--- src/rtl/cpu8_pkg.sv ---
package cpu8_pkg;
   timeunit 1ns;
   timeprecision 1ps;

   // opcode field values (instruction bits 7:4)
   typedef enum logic [3:0] {
      OP_NOP = 4'h0, OP_MOV = 4'h1, OP_ADD = 4'h2, OP_SUB = 4'h3,
      OP_AND = 4'h4, OP_OR  = 4'h5, OP_XOR = 4'h6, OP_NOT = 4'h7,
      OP_LD  = 4'h8, OP_ST  = 4'h9, OP_LDI = 4'hA, OP_JMP = 4'hB,
      OP_JZ  = 4'hC, OP_JC  = 4'hD, OP_INC = 4'hE, OP_HLT = 4'hF
   } opcode_e;

   typedef enum logic [1:0] {
      ST_FETCH  = 2'd0,
      ST_DECODE = 2'd1,
      ST_EXEC   = 2'd2,
      ST_BRANCH = 2'd3
   } step_e;

   typedef enum logic [1:0] {
      WB_ALU  = 2'd0,
      WB_DMEM = 2'd1,
      WB_IMM  = 2'd2
   } wb_sel_e;

   typedef struct packed {
      logic    ir_ld;
      logic    pc_inc;
      logic    pc_ld;
      logic    reg_we;
      wb_sel_e wb_sel;
      logic    flag_we;
      logic    mem_we;
      logic    halt_set;
   } ctrl_t;

   localparam int unsigned INSN_W  = 8;
   localparam int unsigned OPC_W   = 4;
   localparam int unsigned RIDX_W  = 2;
endpackage

--- src/rtl/cpu8_alu.sv ---
module cpu8_alu
   import cpu8_pkg::*;
#(
   parameter int unsigned DW = 8
) (
   input  opcode_e         op,
   input  logic [DW-1:0]   dst_val,
   input  logic [DW-1:0]   src_val,
   output logic [DW-1:0]   result,
   output logic            zero,
   output logic            carry
);
   timeunit 1ns;
   timeprecision 1ps;

   logic [DW:0] wide;

   always_comb begin
      wide = '0;
      unique case (op)
         OP_ADD:  wide = {1'b0, dst_val} + {1'b0, src_val};
         OP_SUB:  wide = {1'b0, dst_val} - {1'b0, src_val};
         OP_AND:  wide = {1'b0, dst_val & src_val};
         OP_OR:   wide = {1'b0, dst_val | src_val};
         OP_XOR:  wide = {1'b0, dst_val ^ src_val};
         OP_NOT:  wide = {1'b0, ~src_val};
         OP_INC:  wide = {1'b0, dst_val} + {{DW{1'b0}}, 1'b1};
         default: wide = {1'b0, src_val};
      endcase
   end

   assign result = wide[DW-1:0];
   assign carry  = wide[DW];
   assign zero   = (wide[DW-1:0] == '0);
endmodule

--- src/rtl/cpu8_regfile.sv ---
module cpu8_regfile
   import cpu8_pkg::*;
#(
   parameter int unsigned DW = 8
) (
   input  logic              clk,
   input  logic              rst_n,
   input  logic              we,
   input  logic [RIDX_W-1:0] waddr,
   input  logic [DW-1:0]     wdata,
   input  logic [RIDX_W-1:0] raddr_a,
   input  logic [RIDX_W-1:0] raddr_b,
   output logic [DW-1:0]     rdata_a,
   output logic [DW-1:0]     rdata_b
);
   timeunit 1ns;
   timeprecision 1ps;

   localparam int unsigned NREG = 1 << RIDX_W;

   logic [DW-1:0] rf [NREG];

   for (genvar g = 0; g < NREG; g++) begin : g_reg
      logic [DW-1:0] q;
      always_ff @(posedge clk or negedge rst_n) begin
         if (!rst_n)
            q <= '0;
         else if (we && (waddr == RIDX_W'(g)))
            q <= wdata;
      end
      assign rf[g] = q;
   end

   assign rdata_a = rf[raddr_a];
   assign rdata_b = rf[raddr_b];
endmodule

--- src/rtl/cpu8_ctrl.sv ---
module cpu8_ctrl
   import cpu8_pkg::*;
(
   input  logic    clk,
   input  logic    rst_n,
   input  logic    run_en,
   input  logic    halted,
   input  logic    fetched,
   input  opcode_e op,
   input  logic    zf,
   input  logic    cf,
   output step_e   step,
   output ctrl_t   ctrl
);
   timeunit 1ns;
   timeprecision 1ps;

   logic br_true;

   always_comb begin
      br_true = ((op == OP_JZ) && zf) || ((op == OP_JC) && cf);
   end

   // control phase: falling edge
   always_ff @(negedge clk or negedge rst_n) begin
      if (!rst_n) begin
         step <= ST_FETCH;
      end else begin
         unique case (step)
            ST_FETCH:  step <= fetched ? ST_DECODE : ST_FETCH;
            ST_DECODE: step <= ST_EXEC;
            ST_EXEC:   step <= br_true ? ST_BRANCH : ST_FETCH;
            default:   step <= ST_FETCH;
         endcase
      end
   end

   always_comb begin
      ctrl        = '0;
      ctrl.wb_sel = WB_ALU;
      unique case (step)
         ST_FETCH: begin
            if (run_en && !halted) begin
               ctrl.ir_ld  = 1'b1;
               ctrl.pc_inc = 1'b1;
            end
         end
         ST_EXEC: begin
            unique case (op)
               OP_ADD, OP_SUB, OP_AND, OP_OR, OP_XOR, OP_NOT, OP_INC: begin
                  ctrl.reg_we  = 1'b1;
                  ctrl.flag_we = 1'b1;
               end
               OP_MOV: ctrl.reg_we = 1'b1;
               OP_LD: begin
                  ctrl.reg_we = 1'b1;
                  ctrl.wb_sel = WB_DMEM;
               end
               OP_ST:  ctrl.mem_we = 1'b1;
               OP_LDI: begin
                  ctrl.reg_we = 1'b1;
                  ctrl.wb_sel = WB_IMM;
                  ctrl.pc_inc = 1'b1;
               end
               OP_JMP: ctrl.pc_ld    = 1'b1;
               OP_HLT: ctrl.halt_set = 1'b1;
               default: ;
            endcase
         end
         ST_BRANCH: ctrl.pc_ld = 1'b1;
         default: ;
      endcase
   end
endmodule

--- src/rtl/cpu8_core.sv ---
module cpu8_core
   import cpu8_pkg::*;
#(
   parameter int unsigned DW = 8
) (
   input  logic          clk,
   input  logic          rst_n,
   input  logic          run_en,
   output logic [DW-1:0] imem_addr,
   input  logic [7:0]    imem_data,
   output logic [DW-1:0] dmem_addr,
   output logic [DW-1:0] dmem_wdata,
   output logic          dmem_we,
   input  logic [DW-1:0] dmem_rdata,
   output logic          halted
);
   timeunit 1ns;
   timeprecision 1ps;

   if (DW < INSN_W) begin : g_dw_chk
      $error("cpu8_core: DW must be at least the instruction width");
   end

   logic [DW-1:0]     pc_q;
   logic [INSN_W-1:0] ir_q;
   logic              zf_q, cf_q, halted_q, fetched_q;
   opcode_e           op;
   logic [RIDX_W-1:0] src_f, dst_f;
   step_e             step;
   ctrl_t             ctrl;
   logic [DW-1:0]     src_val, dst_val, alu_res, imm, wb_data;
   logic              alu_z, alu_c;

   assign op    = opcode_e'(ir_q[INSN_W-1 -: OPC_W]);
   assign src_f = ir_q[2*RIDX_W-1 -: RIDX_W];
   assign dst_f = ir_q[RIDX_W-1:0];

   // immediate widening variant
   if (DW > INSN_W) begin : g_imm_ext
      assign imm = {{(DW-INSN_W){1'b0}}, imem_data};
   end else begin : g_imm_eq
      assign imm = imem_data;
   end

   cpu8_ctrl ctrl_i (
      .clk     (clk),
      .rst_n   (rst_n),
      .run_en  (run_en),
      .halted  (halted_q),
      .fetched (fetched_q),
      .op      (op),
      .zf      (zf_q),
      .cf      (cf_q),
      .step    (step),
      .ctrl    (ctrl)
   );

   cpu8_regfile #(.DW(DW)) rf_i (
      .clk     (clk),
      .rst_n   (rst_n),
      .we      (ctrl.reg_we),
      .waddr   (dst_f),
      .wdata   (wb_data),
      .raddr_a (src_f),
      .raddr_b (dst_f),
      .rdata_a (src_val),
      .rdata_b (dst_val)
   );

   cpu8_alu #(.DW(DW)) alu_i (
      .op      (op),
      .dst_val (dst_val),
      .src_val (src_val),
      .result  (alu_res),
      .zero    (alu_z),
      .carry   (alu_c)
   );

   always_comb begin
      unique case (ctrl.wb_sel)
         WB_DMEM: wb_data = dmem_rdata;
         WB_IMM:  wb_data = imm;
         default: wb_data = alu_res;
      endcase
   end

   // datapath phase: rising edge
   always_ff @(posedge clk or negedge rst_n) begin
      if (!rst_n) begin
         pc_q      <= '0;
         ir_q      <= '0;
         zf_q      <= 1'b0;
         cf_q      <= 1'b0;
         halted_q  <= 1'b0;
         fetched_q <= 1'b0;
      end else begin
         fetched_q <= ctrl.ir_ld;
         if (ctrl.ir_ld)
            ir_q <= imem_data;
         if (ctrl.pc_ld)
            pc_q <= src_val;
         else if (ctrl.pc_inc)
            pc_q <= pc_q + DW'(1);
         if (ctrl.flag_we) begin
            zf_q <= alu_z;
            cf_q <= alu_c;
         end
         if (ctrl.halt_set)
            halted_q <= 1'b1;
      end
   end

   assign imem_addr  = pc_q;
   assign dmem_addr  = src_val;
   assign dmem_wdata = dst_val;
   assign dmem_we    = ctrl.mem_we;
   assign halted     = halted_q;
endmodule

--- config.mk ---
export PLATFORM = sky130hd
export DESIGN_NAME = cpu8_core
export DESIGN_NICKNAME = d
export VERILOG_FILES = /design/src/rtl/cpu8_pkg.sv /design/src/rtl/cpu8_alu.sv /design/src/rtl/cpu8_regfile.sv /design/src/rtl/cpu8_ctrl.sv /design/src/rtl/cpu8_core.sv
export SDC_FILE = /design/constraint.sdc
export NUM_CORES = 1
export LEC_CHECK = 0
export ABC_AREA = 1
export BUFFER_PORTS_ARGS = -buffer_cell sky130_fd_sc_hd__buf_4
export CAP_MARGIN = 10
export CORE_MARGIN = 2
export CORE_UTILIZATION = 50
export DETAILED_ROUTE_END_ITERATION = 10
export PLACE_DENSITY = 0.68
export SLEW_MARGIN = 5
export SYNTH_ARGS = -nofsm -noshare
export SYNTH_HDL_FRONTEND = slang
export SYNTH_SLANG_ARGS = --single-unit
--- constraint.sdc ---
create_clock -name clk -period 3.6 [get_ports clk]
set_input_delay 0.18 -clock clk [delete_from_list [all_inputs] [get_ports clk]]
set_output_delay 0.18 -clock clk [all_outputs]
set_load 0.01 [all_outputs]
==> impl_metrics.yaml <==
die:
  die_x_um: 97.2
  die-area_mm2: 0.00944
  dieHeight_um: 97.2
  fp.coreArea_mm2: 0.00830
  num_rows: 33
  start_util_pct: 52.3
  ios: 45
yosys:
  synth_area_mm2: 0.00434
  synthTopCellsByArea: "dfrtp_1, nand2_1, ha_1"
  synth-main-ff-cell: "dfrtp_1"
  synth_top_area_cell: "dfrtp_1"
  postSynthAreaPerCell_um2: 6.71
  syn_inst: 647
  synth-seq-cells: 54
  synth_edf_count: 0
  async_reset_ff_share_pct: 100
  yosysUniqueCellTypes: 41
  yosysWarnings: 0
  synth_top_area_share_pct: 30.0
  yosysSeqAreaShare_pct: 31.1
  syn_nets: 697
sta:
  whs_ns: 0.153
  tightestPinTransition_ns: 0.646
  hold_viol_final: 0
  setup_viol: 0
  fin_worst_skew_ns: 0.0106
  rsz0062_at_grt: "false"
  timing.final.max_slew_violations: 0
  slew_headroom_pct: 56.7
run_status:
  status: "finished clean"
worst_setup_path:
  path_common_cell: "nor2_4"
  slowest_delay_ns: 0.42
  ff2ff_setup_slack_ns: 0.11
  worst_ep_required_time_ns: 3.82
  endpoint_kind: "register"
  worstSetupStartpointType: "register"
  timing.critical_path.arrival_ns: 3.71
  slowest_stage: "dfrtn_1"
  cp_num_buf_inv: 4
  cp_top_family: "simple AND/OR/NAND/NOR gates"
  crit_fanout: 8
  critical_path_class: "register to register"
  path_cells: "nand2_2, nor2_4, inv_2, nor2_4, inv_1, ha_2, inv_4, o211ai_1, buf_4, nand3_1, o21ai_1"
cells_and_area:
  finalNetCount: 766
  drive_gt1_share_pct: 18.5
  mostFrequentLayoutCells: "nand2_1, inv_1, buf_4, nand3_1, dfrtp_1"
  area_growth_pct: 18.7
  regArea_mm2: 0.00135
  fill_cells: 798
  final_common_cell: "nand2_1"
  antenna_cells: 0
  multi_input_comb_area_mm2: 0.00268
route:
  final_antenna_net_count: 0
  wl_per_cell_um: 15.9
  first_iter_violations: 257
  drc: 0
  drt_first_pass_iters: 4
  routed_wl_mm: 13.0
  viasPerCell: 5.52
  vias: 4535
clocking:
  cts.sinks: 54
  clk_pin_slew_worst_paths_ns: 0.11
  clkLatencyLatePin_ns: 0.32
  htree_levels: 2
  cts-root-buf: "clkbuf_8"
  cts_tree: "yes"
  numCtsBuffers: 5
  cts_buffer_depth: 2
global_routing:
  grt_usage_pct: 28.1
  antenna_found_initial: 0
  grt_pass1_wl_mm: 21.6
  grt_overflow: 0
  grt_pass1_vias: 4376
  grt_max_degree: 50
run:
  drv_cap: 0
hold_path:
  hold_path_class: "input pin to register"
placement:
  dp_hpwl_mm: 10.1
  gp_congestion: 0.972
  port_buffers: 44
[per-layer routing]
layer	track usage (%)	share of wire [%]
met2	46.5	47
met1	38.4	42
met4	9.32	2.9
met3	3.38	7.4
met5	0	0
[synth_stat cells (7+ instances only)]
library cell,number
a21oi_1,14
inv_1,77
nor2_1,42
ha_1,30
a22oi_1,7
o22ai_1,9
o21ai_2,9
inv_2,13
dfrtp_1,52
o21ai_0,33
nand2_1,226
nand3_1,67
[tightest hold or removal path: cells and delay by family]
family | cells | cell delay [ns]
buffers and inverters | 2 | 0.18
AOI/OAI and AO/OA | 1 | 0.08
[timing repair]
item / CTS / global route
buffers inserted: 1 / 2
resized for setup: 3 / 27
endpoints found under the hold margin: 3 / 0
setup endpoints to repair: 23 / 34
hold buffers: 1 / 0
pin swaps: 2 / 11
[registers in the layout, summed over array words and instances (netlist names)]
signal / count
cf_q: 1
imem_addr: 8
rf_i.g.q: 32
ctrl_i.step: 2
ir_q: 8
zf_q: 1
fetched_q: 1
halted: 1
[logic make-up (layout without fill, tap and decap cells)]
family / count (synthesis) / after routing / synth area share, %
AO/OA/AOI/OAI: 98 / 98 / 14.3
XOR/XNOR: 2 / 2 / 0.404
adder cells (fa/ha/maj): 31 / 31 / 9.11
buffers and inverters: 98 / 168 / 8.65
flip-flops: 54 / 54 / 31.1
AND/OR/NAND/NOR: 364 / 364 / 36.4
[final cells by class]
type | instances | area share (%)
multi-input cells | 495 | 52.1
clock inverters | 3 | 0.923
well taps | 105 | 2.55
inverters | 91 | 6.78
clock buffers | 5 | 1.34
flip-flops and latches | 54 | 26.2
repair buffers | 69 | 10.1
[metrics by stage]
stage | cell area [µm²] | utilization [%] | std cells | TNS [ns] | setup WS, ns
floorplan | 4340 | - | 647 | 0 | 0.00271
global placement | 4930 | 59.4 | 810 | -0.0656 | -0.0187
detailed placement | 4930 | 59.4 | 810 | -0.487 | -0.0573
CTS | 5070 | 61.1 | 820 | 0 | 0.0231
global route | 5150 | 62.1 | 822 | 0 | 0.000175
finish | 5150 | 62.1 | 822 | 0 | 0.105
[final timing paths]
kind                                               start  cells past startpoint                        endpoint
worst max-delay path            ctrl_i.step[1]$_DFF_NN0_                     11  rf_i.g_reg[3].q[7]$_DFFE_PN0P_
worst min-delay path                        imem_data[7]                      3             ir_q[7]$_DFFE_PN0P_
worst max register to register  ctrl_i.step[1]$_DFF_NN0_                     11  rf_i.g_reg[3].q[7]$_DFFE_PN0P_
worst min register to register          zf_q$_DFFE_PN0P_                      2                zf_q$_DFFE_PN0P_
max in group asynchronous                          rst_n                      2        ctrl_i.step[0]$_DFF_NN0_
min in group asynchronous                          rst_n                      2                zf_q$_DFFE_PN0P_
Power is not shown: default switching activity piles up to over one toggle a cycle in this logic, so the estimate is an artifact.
